--- src/rtl/dbus_pkg.sv ---
package dbus_pkg;
  typedef enum logic [1:0] {PH_IDLE, PH_ACCESS, PH_GAP} phase_e;

  // Per-clock commands from control to datapath
  typedef struct packed {
    logic load;     // request taken this clock
    logic isRead;   // type of the request being taken
    logic csAct;    // chip select active in the current tick
    logic wrAct;    // write strobe active
    logic rdAct;    // read strobe active
    logic oeAct;    // drive the bus
    logic sample;   // first clock of the sample tick
    logic done;     // last clock of a read access
  } strobe_t;
endpackage

--- src/rtl/dbus_ctrl.sv ---
module dbus_ctrl
  import dbus_pkg::*;
#(
  parameter int ON_W  = 4,
  parameter int OFF_W = 6
) (
  input  logic             clk,
  input  logic             rstN,
  input  logic [ON_W-1:0]  cfgCsOn,
  input  logic [OFF_W-1:0] cfgCsOff,
  input  logic [ON_W-1:0]  cfgWrOn,
  input  logic [OFF_W-1:0] cfgWrOff,
  input  logic [ON_W-1:0]  cfgRdOn,
  input  logic [OFF_W-1:0] cfgRdOff,
  input  logic [OFF_W-1:0] cfgWrCycle,
  input  logic [OFF_W-1:0] cfgRdCycle,
  input  logic [OFF_W-1:0] cfgCsGap,
  input  logic [OFF_W-1:0] cfgAccess,
  input  logic             cfgDiv2,
  input  logic             reqValid,
  input  logic             reqRead,
  output logic             reqAck,
  output logic             busy,
  output strobe_t          st
);
  localparam int PAD_W = OFF_W - ON_W;

  phase_e           phase;
  logic [OFF_W-1:0] tickCnt;
  logic             preDiv;
  logic             isRdQ;

  logic [OFF_W-1:0] csOnX, wrOnX, rdOnX;
  logic [OFF_W-1:0] cycLen, accLen;
  logic             tickEn, lastTick, lastGap, inAcc, firstClk;

  assign csOnX = {{PAD_W{1'b0}}, cfgCsOn};
  assign wrOnX = {{PAD_W{1'b0}}, cfgWrOn};
  assign rdOnX = {{PAD_W{1'b0}}, cfgRdOn};

  assign cycLen   = isRdQ ? cfgRdCycle : cfgWrCycle;
  assign accLen   = (cfgCsOff > cycLen) ? cfgCsOff : cycLen;
  assign tickEn   = !cfgDiv2 || preDiv;
  assign firstClk = !cfgDiv2 || !preDiv;
  assign lastTick = (tickCnt == accLen - 1'b1);
  assign lastGap  = (tickCnt == cfgCsGap - 1'b1);
  assign inAcc    = (phase == PH_ACCESS);

  assign reqAck = (phase == PH_IDLE) && reqValid;
  assign busy   = (phase != PH_IDLE);

  always_ff @(posedge clk or negedge rstN) begin
    if (!rstN) begin
      phase   <= PH_IDLE;
      tickCnt <= '0;
      preDiv  <= 1'b0;
      isRdQ   <= 1'b0;
    end else begin
      unique case (phase)
        PH_IDLE: begin
          if (reqValid) begin
            phase   <= PH_ACCESS;
            tickCnt <= '0;
            preDiv  <= 1'b0;
            isRdQ   <= reqRead;
          end
        end
        PH_ACCESS: begin
          preDiv <= ~preDiv;
          if (tickEn) begin
            if (lastTick) begin
              tickCnt <= '0;
              phase   <= (cfgCsGap == '0) ? PH_IDLE : PH_GAP;
            end else begin
              tickCnt <= tickCnt + 1'b1;
            end
          end
        end
        PH_GAP: begin
          preDiv <= ~preDiv;
          if (tickEn) begin
            if (lastGap) begin
              tickCnt <= '0;
              phase   <= PH_IDLE;
            end else begin
              tickCnt <= tickCnt + 1'b1;
            end
          end
        end
        default: phase <= PH_IDLE;
      endcase
    end
  end

  always_comb begin
    st        = '0;
    st.load   = reqAck;
    st.isRead = reqRead;
    st.csAct  = inAcc && (tickCnt >= csOnX) && (tickCnt < cfgCsOff);
    st.wrAct  = inAcc && !isRdQ && (tickCnt >= wrOnX) && (tickCnt < cfgWrOff);
    st.rdAct  = inAcc && isRdQ && (tickCnt >= rdOnX) && (tickCnt < cfgRdOff);
    st.oeAct  = inAcc && !isRdQ;
    st.sample = inAcc && isRdQ && firstClk && (tickCnt == cfgAccess);
    st.done   = inAcc && isRdQ && tickEn && lastTick;
  end
endmodule

--- src/rtl/dbus_datapath.sv ---
module dbus_datapath
  import dbus_pkg::*;
#(
  parameter int DATA_W = 16
) (
  input  logic              clk,
  input  logic              rstN,
  input  strobe_t           st,
  input  logic [1:0]        reqKind,
  input  logic [DATA_W-1:0] reqWdata,
  input  logic              cfgWide,
  input  logic [DATA_W-1:0] busIn,
  output logic              csN,
  output logic              wrN,
  output logic              rdN,
  output logic              dcSel,
  output logic [DATA_W-1:0] busOut,
  output logic              busOe,
  output logic [DATA_W-1:0] rdData,
  output logic              rdValid
);
  localparam int NARROW_W = DATA_W / 2;
  localparam int UPPER_W  = DATA_W - NARROW_W;

  logic [DATA_W-1:0] wrWord, rdWord;
  logic              sampleDly, rdPend;

  // Narrow mode keeps only the low lane, upper lane forced to zero
  assign wrWord = cfgWide ? reqWdata : {{UPPER_W{1'b0}}, reqWdata[NARROW_W-1:0]};
  assign rdWord = cfgWide ? busIn    : {{UPPER_W{1'b0}}, busIn[NARROW_W-1:0]};

  always_ff @(posedge clk or negedge rstN) begin
    if (!rstN) begin
      csN       <= 1'b1;
      wrN       <= 1'b1;
      rdN       <= 1'b1;
      busOe     <= 1'b0;
      dcSel     <= 1'b1;
      busOut    <= '0;
      rdData    <= '0;
      sampleDly <= 1'b0;
      rdPend    <= 1'b0;
      rdValid   <= 1'b0;
    end else begin
      csN       <= ~st.csAct;
      wrN       <= ~st.wrAct;
      rdN       <= ~st.rdAct;
      busOe     <= st.oeAct;
      sampleDly <= st.sample;
      rdPend    <= st.done;
      rdValid   <= rdPend;
      if (st.load) begin
        dcSel <= reqKind[1] | reqKind[0];
        if (!st.isRead) busOut <= wrWord;
      end
      if (sampleDly) rdData <= rdWord;
    end
  end
endmodule

--- src/rtl/dbus_engine.sv ---
module dbus_engine
  import dbus_pkg::*;
#(
  parameter int ON_W   = 4,
  parameter int OFF_W  = 6,
  parameter int DATA_W = 16
) (
  input  logic              clk,
  input  logic              rstN,
  input  logic [ON_W-1:0]   cfgCsOn,
  input  logic [OFF_W-1:0]  cfgCsOff,
  input  logic [ON_W-1:0]   cfgWrOn,
  input  logic [OFF_W-1:0]  cfgWrOff,
  input  logic [ON_W-1:0]   cfgRdOn,
  input  logic [OFF_W-1:0]  cfgRdOff,
  input  logic [OFF_W-1:0]  cfgWrCycle,
  input  logic [OFF_W-1:0]  cfgRdCycle,
  input  logic [OFF_W-1:0]  cfgCsGap,
  input  logic [OFF_W-1:0]  cfgAccess,
  input  logic              cfgDiv2,
  input  logic              cfgWide,
  input  logic              reqValid,
  input  logic [1:0]        reqKind,
  input  logic [DATA_W-1:0] reqWdata,
  output logic              reqAck,
  output logic              busy,
  output logic [DATA_W-1:0] rdData,
  output logic              rdValid,
  output logic              csN,
  output logic              wrN,
  output logic              rdN,
  output logic              dcSel,
  output logic [DATA_W-1:0] busOut,
  output logic              busOe,
  input  logic [DATA_W-1:0] busIn
);
  strobe_t st;

  dbus_ctrl #(.ON_W(ON_W), .OFF_W(OFF_W)) i_ctrl (
    .clk(clk), .rstN(rstN),
    .cfgCsOn(cfgCsOn), .cfgCsOff(cfgCsOff),
    .cfgWrOn(cfgWrOn), .cfgWrOff(cfgWrOff),
    .cfgRdOn(cfgRdOn), .cfgRdOff(cfgRdOff),
    .cfgWrCycle(cfgWrCycle), .cfgRdCycle(cfgRdCycle),
    .cfgCsGap(cfgCsGap), .cfgAccess(cfgAccess), .cfgDiv2(cfgDiv2),
    .reqValid(reqValid), .reqRead(reqKind[1]),
    .reqAck(reqAck), .busy(busy), .st(st)
  );

  dbus_datapath #(.DATA_W(DATA_W)) i_dp (
    .clk(clk), .rstN(rstN), .st(st),
    .reqKind(reqKind), .reqWdata(reqWdata), .cfgWide(cfgWide), .busIn(busIn),
    .csN(csN), .wrN(wrN), .rdN(rdN), .dcSel(dcSel),
    .busOut(busOut), .busOe(busOe), .rdData(rdData), .rdValid(rdValid)
  );
endmodule

--- config.mk ---
export PLATFORM = sky130hd
export DESIGN_NAME = dbus_engine
export DESIGN_NICKNAME = d
export VERILOG_FILES = /design/src/rtl/dbus_pkg.sv /design/src/rtl/dbus_ctrl.sv /design/src/rtl/dbus_datapath.sv /design/src/rtl/dbus_engine.sv
export SDC_FILE = /design/constraint.sdc
export NUM_CORES = 1
export LEC_CHECK = 0
export BUFFER_PORTS_ARGS = -buffer_cell sky130_fd_sc_hd__buf_2
export CAP_MARGIN = 10
export CORE_MARGIN = 5
export CORE_UTILIZATION = 45
export CTS_CLUSTER_SIZE = 20
export DETAILED_ROUTE_END_ITERATION = 8
export PLACE_DENSITY = 0.77
export SLEW_MARGIN = 15
export SYNTH_ARGS = -nofsm -noshare
export SYNTH_HDL_FRONTEND = slang
export SYNTH_SLANG_ARGS = --single-unit
--- constraint.sdc ---
create_clock -name clk -period 3.7 [get_ports clk]
set_input_delay 0 -clock clk [delete_from_list [all_inputs] [get_ports clk]]
set_output_delay 0 -clock clk [all_outputs]
set_load 0.02 [all_outputs]
==> metrics.txt <==
# TYPE chip_impl_metric gauge
chip_impl_metric{name="max_slew_margin",unit=""} 0.5169
chip_impl_info{name="holdPathEnd",value="i_dp.sampleDly"} 1
chip_impl_metric{name="reg2regPathDepth",unit=""} 14
chip_impl_metric{name="final_cell_area",unit="mm^2"} 0.004782
chip_impl_metric{name="final_nets",unit=""} 669
chip_impl_metric{name="detailed_place.area",unit="mm^2"} 0.004239
chip_impl_metric{name="placed_cells",unit=""} 592
chip_impl_metric{name="postSynthAreaPerCell",unit="um^2"} 9.435
chip_impl_metric{name="fp.dieW",unit="um"} 97.60
chip_impl_metric{name="grt_antenna_before_repair",unit=""} 0
chip_impl_metric{name="numClockSinks",unit=""} 50
chip_impl_info{name="leading_post_synthesis_cells_by_instance_count",value="47 x sky130_fd_sc_hd__inv_1, 46 x sky130_fd_sc_hd__dfrtp_1, 40 x sky130_fd_sc_hd__ha_1"} 1
chip_impl_metric{name="drt_first_pass_iters",unit=""} 4
chip_impl_info{name="post-synth-top-area-cell",value="sky130_fd_sc_hd__dfrtp_1"} 1
chip_impl_metric{name="cts-htree-levels",unit=""} 2
chip_impl_metric{name="cts.path.max_buffers",unit=""} 2
chip_impl_metric{name="antenna-diode-count",unit=""} 0
chip_impl_metric{name="final.hold.worst_slack",unit="ns"} 0.007728
chip_impl_metric{name="hpwlAfterDp",unit="um"} 6962
chip_impl_metric{name="post_drt_via_cell_ratio",unit=""} 5.022
chip_impl_metric{name="cts_buffers",unit=""} 5
chip_impl_metric{name="syn-cell-area",unit="mm^2"} 0.003453
chip_impl_metric{name="num_io_pins",unit=""} 133
chip_impl_metric{name="final.setup_skew",unit="ns"} 0.01693
chip_impl_metric{name="worst_slew_pin_slew",unit="ns"} 0.7246
chip_impl_metric{name="crit_path_setup_slack_layout",unit="ns"} 0.1664
chip_impl_metric{name="fillCellCount",unit=""} 616
chip_impl_metric{name="grt_start_max_net_pins",unit=""} 51
chip_impl_metric{name="postRouteWirelength",unit="um"} 9732
chip_impl_info{name="cts_tree",value="built"} 1
chip_impl_metric{name="mappedNetlistNets",unit=""} 499
chip_impl_metric{name="yosys.area.top_type_share",unit=""} 0.3333
chip_impl_metric{name="final_antenna_net_count",unit=""} 0
chip_impl_info{name="critical_path.startpoint_type",value="register"} 1
chip_impl_metric{name="timing_hold_violations_final",unit=""} 0
chip_impl_metric{name="gr-total-overflow",unit=""} 0
chip_impl_metric{name="dpl_worst_slack",unit="ns"} 0.01429
chip_impl_metric{name="finalWorstPathRequiredPeriod",unit="ns"} 3.534
chip_impl_metric{name="layout-drive-gt1-share",unit=""} 0.3669
chip_impl_info{name="clock_tree.root_cell",value="sky130_fd_sc_hd__clkbuf_8"} 1
chip_impl_metric{name="final_cell_count_no_fill",unit=""} 639
chip_impl_metric{name="yosysWarnings",unit=""} 0
chip_impl_metric{name="vdd_ir_drop_max",unit="mV"} 0.2278
chip_impl_info{name="rr_startpoint",value="i_ctrl.isRdQ"} 1
chip_impl_metric{name="design.core.area",unit="mm^2"} 0.007607
chip_impl_metric{name="portbufs",unit=""} 132
chip_impl_metric{name="max_freq",unit="GHz"} 0.2830
chip_impl_info{name="grt_setup_unrepaired",value="false"} 1
chip_impl_metric{name="globalplace.congestion",unit=""} 0.8867
chip_impl_metric{name="leakagePower",unit="nW"} 2.565
chip_impl_metric{name="setup-violations-final",unit=""} 0
chip_impl_info{name="synth.area.top_cells",value="sky130_fd_sc_hd__dfrtp_1 33%, sky130_fd_sc_hd__ha_1 14%, sky130_fd_sc_hd__mux2_2 7.2%"} 1
chip_impl_metric{name="die_area",unit="mm^2"} 0.009526
chip_impl_info{name="critical_path.reg2reg.endpoint",value="i_ctrl.tickCnt[3]"} 1
chip_impl_metric{name="min_delay_path_depth",unit=""} 4
chip_impl_info{name="synth_most_common_cell",value="sky130_fd_sc_hd__inv_1"} 1
chip_impl_metric{name="detailedRoute.firstIterationViolations",unit=""} 98
chip_impl_metric{name="floorplan.die.height",unit="um"} 97.60
chip_impl_metric{name="fin_setup_tns",unit="ns"} 0
chip_impl_metric{name="area.growth.synth_to_final",unit="%"} 38.48
chip_impl_metric{name="maxCapViolations",unit=""} 0
chip_impl_metric{name="critical_path_arrival",unit="ns"} 3.72
chip_impl_metric{name="wl_per_cell",unit="um"} 15.23
chip_impl_metric{name="synth.ff_latch_count",unit=""} 50
chip_impl_metric{name="netlist_cell_types",unit=""} 45
chip_impl_metric{name="postSynth.asyncResetShare",unit=""} 1.000
chip_impl_metric{name="grt_first_pass_wirelength",unit="um"} 16430
chip_impl_metric{name="dr_total_vias",unit=""} 3209
chip_impl_metric{name="drcViolationCount",unit=""} 0
chip_impl_metric{name="synth-edff-count",unit=""} 0
chip_impl_metric{name="maximum_net_fanout_on_the_critical_path",unit=""} 7
chip_impl_metric{name="grt_pass1_vias",unit=""} 3481
chip_impl_info{name="worstSetupPathType",value="reg2reg"} 1
chip_impl_metric{name="reg2reg_slack",unit="ns"} 0.17
chip_impl_metric{name="floorplan.initialDensity",unit=""} 0.4539
chip_impl_metric{name="period_share",unit=""} 0.9550
chip_impl_metric{name="cts.clk_slew.worst_paths",unit="ns"} 0.10
chip_impl_metric{name="syn-instance-count",unit=""} 366
chip_impl_info{name="outcome",value="completed"} 1
chip_impl_info{name="holdCritStartpoint",value="cfgAccess[4]"} 1
chip_impl_info{name="setup.worst_path.end_class",value="register"} 1
chip_impl_metric{name="required",unit="ns"} 3.89
chip_impl_metric{name="worst_skew_pair.late_latency",unit="ns"} 0.31
chip_impl_metric{name="cellPowerDensity",unit="mW/mm^2"} 570.5
chip_impl_info{name="timing.hold.worst.class",value="in2reg"} 1
chip_impl_metric{name="total_routing_usage_reported_by_global_routing",unit=""} 0.2093
chip_impl_metric{name="row_count",unit=""} 32
chip_impl_info{name="synth_flop_cell",value="sky130_fd_sc_hd__dfrtp_1"} 1
chip_impl_metric{name="synth_sequential_area_ratio",unit=""} 0.3638
chip_impl_metric{name="number_of_pins_with_negative_max_slew_slack_in_the_final_report",unit=""} 0
-- worst max path at each step --
stage                 startpoint           endpoint  slack (ns)  cells past startpoint
global route        i_ctrl.isRdQ  i_ctrl.tickCnt[3]       0.002                     14
finish              i_ctrl.isRdQ  i_ctrl.tickCnt[3]        0.17                     14
CTS                 i_ctrl.isRdQ  i_ctrl.tickCnt[3]        0.05                     15
global placement    i_ctrl.isRdQ  i_ctrl.tickCnt[3]        0.12                     15
detailed placement  i_ctrl.isRdQ  i_ctrl.tickCnt[3]        0.01                     15
floorplan           i_ctrl.isRdQ  i_ctrl.tickCnt[0]        0.09                     16
-- layer usage --
| layer | wire [um] | GRT usage | up-vias |
|---|---|---|---|
| li1 | - | - | 1572 |
| met1 | 4063 | 0.2467 | 1501 |
| met2 | 4766 | 0.3695 | 116 |
| met3 | 670 | 0.05528 | 20 |
| met4 | 231 | 0.06603 | 0 |
| met5 | 0 | 0 | - |
-- cell type report --
type                       instances  area [um^2]  share of cell area
sequential                        50         1257              0.2630
multi-input combinational        252         1997              0.4176
inverter                          47        176.4             0.03689
timing repair buffer             180         1111              0.2323
tap                              102        127.6             0.02669
clock inverter                     3        43.79            0.009158
clock buffer                       5        68.82             0.01439
-- what timing repair did --
item	4_1_cts	5_1_grt
hold buffers	36	0
setup buffers	0	3
pin swaps	0	7
hold endpoints to repair	80	0
gates resized for setup	1	11
setup endpoints to repair	3	9
-- cell families (layout without fill, tap and decap cells) --
logic type / Yosys count / after routing / share of synthesized area
AO/OA/AOI/OAI: 64 / 64 / 0.1196
buffers and inverters: 64 / 235 / 0.07138
XOR/XNOR: 23 / 23 / 0.05833
adder cells (fa/ha/maj): 40 / 40 / 0.1449
AND/OR/NAND/NOR: 92 / 92 / 0.1355
flip-flops: 50 / 50 / 0.3638
multiplexers: 33 / 33 / 0.1065
-- state kept, by name (all words and copies together) (netlist names) --
register / count
i_dp.busOut: 16
i_dp.rdData: 16
i_ctrl.tickCnt: 6
i_ctrl.phase: 2
i_ctrl.isRdQ: 1
i_ctrl.preDiv: 1
i_dp.busOe: 1
i_dp.csN: 1
i_dp.dcSel: 1
i_dp.rdN: 1
i_dp.rdPend: 1
i_dp.rdValid: 1
i_dp.sampleDly: 1
i_dp.wrN: 1
-- per-stage QoR --
stage,utilization,total power [W]
global route,0.6286,0.002946
floorplan,-,0.001805
detailed placement,0.5572,0.002265
finish,0.6286,0.002728
CTS,0.6196,0.002690
global placement,0.5572,0.002216
-- critical path, stage by stage (launching register included) --
cell and delay (ns):
sky130_fd_sc_hd__dfrtp_2 0.50, sky130_fd_sc_hd__mux2_4 0.35, sky130_fd_sc_hd__inv_2 0.05, sky130_fd_sc_hd__ha_1 0.22
sky130_fd_sc_hd__and4_4 0.19, sky130_fd_sc_hd__and3_4 0.15, sky130_fd_sc_hd__a31oi_4 0.22, sky130_fd_sc_hd__mux2_4 0.34
sky130_fd_sc_hd__xor2_2 0.15, sky130_fd_sc_hd__xor2_1 0.16, sky130_fd_sc_hd__o31a_1 0.33, sky130_fd_sc_hd__o41ai_4 0.37
sky130_fd_sc_hd__buf_4 0.18, sky130_fd_sc_hd__a21oi_1 0.04, sky130_fd_sc_hd__a21o_1 0.15
-- placed cells by master, fill, tap and decap left out, types with 2 or more instances in the layout --
cell type / Yosys / routed
sky130_fd_sc_hd__a21boi_0: 4 / 4
sky130_fd_sc_hd__a21o_1: 3 / 3
sky130_fd_sc_hd__a21oi_1: 11 / 11
sky130_fd_sc_hd__a22o_1: 2 / 2
sky130_fd_sc_hd__buf_2: 2 / 132
sky130_fd_sc_hd__buf_4: 1 / 12
sky130_fd_sc_hd__clkbuf_8: 0 / 5
sky130_fd_sc_hd__dfrtp_1: 46 / 45
sky130_fd_sc_hd__dfstp_2: 4 / 4
sky130_fd_sc_hd__dlygate4sd3_1: 0 / 36
sky130_fd_sc_hd__ha_1: 40 / 39
sky130_fd_sc_hd__inv_1: 47 / 45
sky130_fd_sc_hd__inv_2: 0 / 2
sky130_fd_sc_hd__mux2_2: 22 / 19
sky130_fd_sc_hd__mux2_4: 2 / 5
sky130_fd_sc_hd__mux2i_1: 9 / 8
sky130_fd_sc_hd__nand2_1: 31 / 31
sky130_fd_sc_hd__nand2b_1: 10 / 10
sky130_fd_sc_hd__nand3_1: 14 / 14
sky130_fd_sc_hd__nand4b_1: 2 / 2
sky130_fd_sc_hd__nor2_1: 7 / 7
sky130_fd_sc_hd__nor2b_1: 8 / 8
sky130_fd_sc_hd__nor3_1: 7 / 7
sky130_fd_sc_hd__nor4_1: 2 / 2
sky130_fd_sc_hd__o21ai_0: 32 / 32
sky130_fd_sc_hd__or2_2: 2 / 2
sky130_fd_sc_hd__or3_1: 4 / 3
sky130_fd_sc_hd__xnor2_1: 12 / 12
sky130_fd_sc_hd__xor2_1: 11 / 10
-- power breakdown --
part	internal [W]	leakage [nW]	total, W	switching (W)
combinational	0.000639	1.89	0.00146	0.000823
clock	0.000203	0.0585	0.000388	0.000185
sequential	0.000750	0.614	0.000878	0.000129
total	0.00159	2.56	0.00273	0.00114
Power figures use the tool's default switching activity.
